--- src/rtl/idm_pkg.sv ---
package idm_pkg;
  typedef enum logic [1:0] {
    TGT_NONE = 2'd0,
    TGT_LO   = 2'd1,
    TGT_HI   = 2'd2,
    TGT_SFR  = 2'd3
  } idm_tgt_e;
endpackage

--- src/rtl/idm_addr_decode.sv ---
module idm_addr_decode
  import idm_pkg::*;
(
  input  logic     req_i,
  input  logic     addr_msb_i,
  input  logic     indirect_i,
  input  logic     stack_i,
  output idm_tgt_e tgt_o,
  output logic     sel_lo_o,
  output logic     sel_hi_o,
  output logic     sel_sfr_o
);
  logic eff_ind;
  assign eff_ind = indirect_i | stack_i;  // stack is always indirect

  always_comb begin
    if (!req_i)          tgt_o = TGT_NONE;
    else if (!addr_msb_i) tgt_o = TGT_LO;
    else if (eff_ind)    tgt_o = TGT_HI;
    else                 tgt_o = TGT_SFR;
  end

  assign sel_lo_o  = (tgt_o == TGT_LO);
  assign sel_hi_o  = (tgt_o == TGT_HI);
  assign sel_sfr_o = (tgt_o == TGT_SFR);
endmodule

--- src/rtl/idm_ram_bank.sv ---
module idm_ram_bank #(
  parameter int AW = 7,
  parameter int DW = 8
) (
  input  logic          clk_i,
  input  logic          we_i,
  input  logic [AW-1:0] addr_i,
  input  logic [DW-1:0] wdata_i,
  output logic [DW-1:0] rdata_o
);
  localparam int DEPTH = 1 << AW;
  logic [DW-1:0] mem_q [DEPTH];

  always_ff @(posedge clk_i) begin
    if (we_i) mem_q[addr_i] <= wdata_i;
  end

  assign rdata_o = mem_q[addr_i];
endmodule

--- src/rtl/idm_space_dec.sv ---
module idm_space_dec
  import idm_pkg::*;
#(
  parameter int ADDR_W = 8,
  parameter int DATA_W = 8
) (
  input  logic              clk_i,
  input  logic              rst_ni,
  input  logic              req_i,
  input  logic              we_i,
  input  logic              indirect_i,
  input  logic              stack_i,
  input  logic [ADDR_W-1:0] addr_i,
  input  logic [DATA_W-1:0] wdata_i,
  output logic [DATA_W-1:0] rdata_o,
  output logic              sel_lo_o,
  output logic              sel_hi_o,
  output logic              sel_sfr_o,
  output logic [ADDR_W-1:0] sfr_addr_o,
  output logic [DATA_W-1:0] sfr_wdata_o,
  output logic              sfr_we_o,
  input  logic [DATA_W-1:0] sfr_rdata_i,
  input  logic              sfr_ack_i
);
  localparam int BANK_AW = ADDR_W - 1;
  localparam int NBANK   = 2;

  idm_tgt_e    tgt;
  logic [NBANK-1:0] bank_sel;
  logic [DATA_W-1:0] bank_rd [NBANK];

  idm_addr_decode u_dec (
    .req_i      (req_i),
    .addr_msb_i (addr_i[ADDR_W-1]),
    .indirect_i (indirect_i),
    .stack_i    (stack_i),
    .tgt_o      (tgt),
    .sel_lo_o   (sel_lo_o),
    .sel_hi_o   (sel_hi_o),
    .sel_sfr_o  (sel_sfr_o)
  );

  assign bank_sel = {sel_hi_o, sel_lo_o};

  for (genvar b = 0; b < NBANK; b++) begin : g_bank
    idm_ram_bank #(.AW(BANK_AW), .DW(DATA_W)) u_bank (
      .clk_i   (clk_i),
      .we_i    (bank_sel[b] & we_i),
      .addr_i  (addr_i[BANK_AW-1:0]),
      .wdata_i (wdata_i),
      .rdata_o (bank_rd[b])
    );
  end

  assign sfr_addr_o  = addr_i;
  assign sfr_wdata_o = wdata_i;
  assign sfr_we_o    = sel_sfr_o & we_i;

  always_ff @(posedge clk_i or negedge rst_ni) begin
    if (!rst_ni) begin
      rdata_o <= '0;
    end else if (req_i && !we_i) begin
      unique case (tgt)
        TGT_LO:  rdata_o <= bank_rd[0];
        TGT_HI:  rdata_o <= bank_rd[1];
        TGT_SFR: rdata_o <= sfr_ack_i ? sfr_rdata_i : '0;  // unimplemented SFR reads 0
        default: rdata_o <= rdata_o;
      endcase
    end
  end
endmodule

--- config.mk ---
export PLATFORM = sky130hd
export DESIGN_NAME = idm_space_dec
export DESIGN_NICKNAME = d
export VERILOG_FILES = /design/src/rtl/idm_pkg.sv /design/src/rtl/idm_addr_decode.sv /design/src/rtl/idm_ram_bank.sv /design/src/rtl/idm_space_dec.sv
export SDC_FILE = /design/constraint.sdc
export NUM_CORES = 2
export LEC_CHECK = 0
export ABC_AREA = 1
export BUFFER_PORTS_ARGS = -buffer_cell sky130_fd_sc_hd__buf_2
export CAP_MARGIN = 5
export CORE_MARGIN = 5
export CORE_UTILIZATION = 30
export DETAILED_ROUTE_END_ITERATION = 12
export PLACE_DENSITY = 0.51
export SLEW_MARGIN = 40
export SYNTH_ARGS = -nofsm -noshare
export SYNTH_HDL_FRONTEND = slang
export SYNTH_SLANG_ARGS = --single-unit
--- constraint.sdc ---
create_clock -name clk_i -period 1.6 [get_ports clk_i]
set_input_delay 0 -clock clk_i [delete_from_list [all_inputs] [get_ports clk_i]]
set_output_delay 0 -clock clk_i [all_outputs]
set_load 0.05 [all_outputs]
## After elaboration in Yosys (flattened, before gate mapping)

Memories as Yosys holds them, arrays and structs flattened.
Index checks and enable logic that the tools add are counted.

| storage, ports and cells | value |
|---|---|
| memories | 2 |
| word-level logic and storage cells | 23 |
| register bits after elaboration | 8 |
| input bits | 31 |
| memory bits (writable) | 2,048 |

Memory list:

| memory | depth | width | read ports | clocked after memory_dff | wr ports | line | source |
|---|---|---|---|---|---|---|---|
| g_bank[0].u_bank.mem_q | 128 | 8 | 1 | 0 | 1 | idm_ram_bank.sv:12 | `logic [DW-1:0] mem_q [DEPTH];` |
| g_bank[1].u_bank.mem_q | 128 | 8 | 1 | 0 | 1 | idm_ram_bank.sv:12 |  |

| operators by class | value |
|---|---|
| bitwise logic cells | 4 |
| equal/unequal tests | 3 |
| reduce and logical (&&, ||, !) cells | 4 |
| mux-type cells | 9 |

Operators by type and width:

| cell | count |
|---|---|
| $pmux 8 s3 | 1 |
| $mux 8 | 1 |
| $mux 1 | 5 |
| $eq 2x2->1 const B | 2 |
| $mux 2 | 2 |
| $and 1x1->1 | 3 |
| $reduce_bool 3->1 | 1 |
| $eq 2x1->1 const B | 1 |
| $reduce_and 2->1 | 1 |
| $logic_and 1x1->1 | 1 |
| $logic_not 1->1 | 1 |
| $or 1x1->1 | 1 |

## Logic depth before layout (Yosys ltp)

| logic depth | value |
|---|---|
| depth in word-level cells | 8 |
| depth in mapped cells | 19 |
| depth with buffers taken out | 15 |

## Hierarchy

Synthesis repeated with hierarchy kept, for this count alone.

| unflattened totals | value |
|---|---|
| cell total of the unflattened synthesis | 8,904 |
| area, all modules | 88,409.8 um^2 |

Modules (own cells, without submodules):

| module | cells each | area each (um^2) | times used |
|---|---|---|---|
| idm_ram_bank | 4,394 | 43,815.8 | 2 |
| idm_space_dec | 106 | 735.7 | 1 |
| idm_addr_decode | 10 | 42.5 | 1 |

## Worst setup path before layout

Ideal clock, no wire load.

| path | value |
|---|---|
| path type | in2reg |
| start | input port req_i |
| end | memory g_bank[1].u_bank.mem_q[25][0] (enable) |
| cell stages on the path | 6 |
| required time | 1,217 ps |
| setup time | 383 ps |
| slack | -929 ps |
| path buffers | 2 |
| arrival time | 2,145 ps |
| path through | nand2_1 nor2_1 nand2_1 clkbuf_1 clkbuf_1 nor3_1 |

| between the ends | value |
|---|---|
| cells in the longest elaborated chain, start to end | 5 |

RTL lines:

| item | line | source |
|---|---|---|
| from (decl) | idm_space_dec.sv:9 | `input logic req_i,` |
| $mux 2 | idm_addr_decode.sv:17 | `if (!req_i) tgt_o = TGT_NONE;` |
| $eq 2x2->1 | idm_addr_decode.sv:24 | `assign sel_hi_o = (tgt_o == TGT_HI);` |
| via sel_hi_o | idm_space_dec.sv:17 | `output logic sel_hi_o,` |
| $and 1x1->1 | idm_space_dec.sv:48 | `.we_i (bank_sel[b] & we_i),` |
| $mux 1 | idm_ram_bank.sv:15 | `if (we_i) mem_q[addr_i] <= wdata_i;` |
| $mux 1 (not written as such) | idm_ram_bank.sv:15 |  |
| to (decl) | idm_ram_bank.sv:12 |  |

The timed path passes the listed nets, and every way through them passes these cells.

## Worst setup path after layout

| path | value |
|---|---|
| start | memory g_bank[1].u_bank.mem_q[68][3] |
| end | register rdata_o[3] |

| between the ends | value |
|---|---|
| cells in the longest elaborated chain, start to end | 2 |

RTL lines:

| item | line | source |
|---|---|---|
| $mem_v2 128x8 | - |  |
| $pmux 8 s3 | idm_space_dec.sv:63 | `unique case (tgt)` |
| to (signal assigned) | idm_space_dec.sv:64 | `TGT_LO: rdata_o <= bank_rd[0];` |
| to (signal assigned) | idm_space_dec.sv:65 | `TGT_HI: rdata_o <= bank_rd[1];` |
| to (signal assigned) | idm_space_dec.sv:66 | `TGT_SFR: rdata_o <= sfr_ack_i ? sfr_rdata_i : '0;` |
| to (decl) | idm_space_dec.sv:15 | `output logic [DATA_W-1:0] rdata_o,` |

No other way between the ends.
A chain may end at the register's enable or synchronous reset.

==> results.md <==
* Share of layout cells above drive strength 1 at 0.160
* Startpoint Class: register
* Worst skew pair latency at 0.88 ns
* Synth-to-layout area growth at 23.5%
* Initial drt markers at 5462
* DRT met1 WL at 119000 um
* Failing checks: negative setup slack
* Tcrit/Tclk final at 1.19
* Worst slew margin at 0.583
* H-tree depth at 4
* Top sig layer: met4
* Root buffer cell: clkbuf_16
* Cell Count Post-Placement at 13100
* PnR worst setup slack at -0.297 ns
* Synthesized area per cell at 10.1 um2
* Tot GR Track Use at 0.171
* CP dominant cell by count: nor2_1
* Power consumption at 119000 uW
* Leak pwr at 0.0464 uW
* Number of buffers on the longest clock path at 4
* First-pass GRT wire length at 400000 um
* Cell variety after synth at 22
* Max Slew Vio Count at 0
* Slowest stage delay, CP at 0.36 ns
* Final Instance Area at 110000 um2
* Port buffer count at 58
* Pint at 91000 uW
* Worst-path clk slew at 0.06 ns
* Power per cell area at 1080 nW/um2
* Outcome: complete, but fails checks
* Post-Syn Nets at 8868
* Setup TNS at -2.00 ns
* Setup Skew at 0.0545 ns
* Max-cap violations at 0
* Clk pwr share at 0.422
* YS warnings at 0
* Total CTS buffers at 223
* Vias post-DR at 62000
* Peak VDD IR at 0.000881 V
* Sink Count at 2056
* Slew @ Worst Pin at 0.623 ns
* Routed WL per cell at 20.0 um
* Worst Path Arrival at 2.66 ns
* Starting Density at 0.301
* Routed wire length at 270000 um
* # DRC at 0
* Initial antenna violation count at 8
* NetSw at 27900 uW
* FFs w/ async S/R, synth at 0.00389
* Hold Crit Class: input port to register
* Final nets at 9433
* Via/cell ratio at 4.58
* Ports at 59
* Die width at 555 um
* Placed inst area at 102000 um2
* Met3 Wirelength at 14500 um
* RSZ-0062 raised after global routing: true
* Final HPWL DP at 176000 um
* Setup Viol. Count Final at 8
* Seq pwr share at 0.500
* # rows at 200
* Area leader, netlist: edfxtp_1
* Crit path cell chain: or2_4 > nand3_2 > nand2_2 > nor2_1 > nor2_1 > nor2_2 > nand2_2 > nand2_4 > nand2_1 > o21ai_1 > nand2_1 > nor2_1 > nor2_1
* Flip-flop and latch count after synthesis at 2056
* Post-Syn Instances at 8837
* Die footprint at 308000 um2
* Post-synth EDFFs at 2048
* Non-Filler Instances at 13500
* Critical-path top delay cell: edfxtp_1
* Largest net degree at the start of global routing at 99
* Comb power frac at 0.079
* Setup crit end kind: register
* TritonCTS clock tree: built
* Largest cells by area after synthesis: edfxtp_1 (69%), nand2_1 (17%), inv_1 (3.4%)
* Synth top cells by count: nand2_1 (4072), edfxtp_1 (2048), inv_1 (803)
* Vias in the first global route at 60800
* Critical path class: register to register
* Sequential share of the synthesized area at 0.691
* Post-route ant nets at 0
* Primary FF master, synth: edfxtp_1
* Fin util at 0.372
* Switching Fraction at 0.235
* First drt pass iteration count at 6
* Top-count cell post-synth: nand2_1
* Synthesized area at 89200 um2
* Die height at 555 um
* Total core area at 297000 um2
* Overflow after GRT at 0
* Met2 routed WL at 129000 um
* Hold Fails Final Rpt at 0
* Fin crit period at 1.90 ns
* Final Wtd Congestion at 0.896
* Yosys top cell area share at 0.689
* Max Clock Freq at 527 MHz
* CP max FO at 1
* Required @ worst endpoint at 2.36 ns
## per-stage QoR
stage               setup WS (ns)  hold slack, ns
global placement            -1.30         -0.0822
CTS                        -0.308         0.00327
finish                     -0.297          0.0810
global route               -0.431          0.0551
detailed placement          -1.28         -0.0820
floorplan                  -0.467          -0.296
## cells by family after synthesis
logic type / share of synthesized area
AOI/OAI and AO/OA: 0.00538
buffers and inverters: 0.0625
DFF: 0.691
and+or+nand+nor: 0.241
## repair_timing
item                                     CTS  global route
endpoints found under the hold margin   2083             1
buffers inserted                           0             3
endpoints found under the setup margin    16            56
pin swaps                                 96            98
resized for setup                        229           149
hold buffers                              29             1
## cell usage in the layout (no fill, tap or decap), drive strengths merged, types with 72 or more instances in the layout
cell type and n:
o21ai 72, or2 120, buf 797, inv 810, clkinv 104, nor2 501
edfxtp 2048, clkbuf 271, nor3 256, nand2 4072, nand3 432
## path summary, 6_finish.rpt
| check | startpoint | end | slack, ns | cells past startpoint |
|---|---|---|---|---|
| setup / recovery | g_bank[1].u_bank.mem_q[68][3] | rdata_o[3] | -0.30 | 13 |
| hold / removal | addr_i[5] | rdata_o[6] | 0.08 | 10 |
| setup reg to reg | g_bank[1].u_bank.mem_q[68][3] | rdata_o[3] | -0.30 | 13 |
| hold reg to reg | rdata_o[0] | rdata_o[0] | 0.53 | 2 |
| max in group asynchronous | rst_ni | rdata_o[7] | 0.74 | 3 |
| min in group asynchronous | rst_ni | rdata_o[2] | 0.40 | 3 |
## worst max-delay path: cells and delay by family (launching register included)
kind,cells,cell delay (ns)
compound gates,1,0.15
flops,1,0.36
simple gates,12,1.27
## power by group through the flow
stage / clock [uW] / sequential [uW] / combinational, uW
finish: 50100 / 59400 / 9350
global route: 53400 / 59400 / 10100
CTS: 51200 / 59400 / 9300
detailed placement: 0 / 60500 / 8940
global placement: 0 / 60500 / 8950
floorplan: 0 / 60600 / 4160
## state kept, by name (all words and copies together), names as in the netlist
name,flops
rdata_o,8
g_bank.u_bank.mem_q,2048
## area by class of cell
type | instances | area (um2)
Antenna cell | 2 | 5.00
Clock buffer | 270 | 5780
Clock inverter | 132 | 1170
Fill cell | 29000 | 186000
Inverter | 808 | 3060
Multi-Input combinational cell | 5485 | 24300
Sequential cell | 2056 | 61700
Tap cell | 3939 | 4930
Timing Repair Buffer | 828 | 9290
## metal layers
layer  track usage  vias up
li1              -    29600
met1         0.235    30400
met2         0.286     1641
met3        0.0216      363
met4        0.0453        0
met5             0        -
Power figures use the tool's default switching activity.
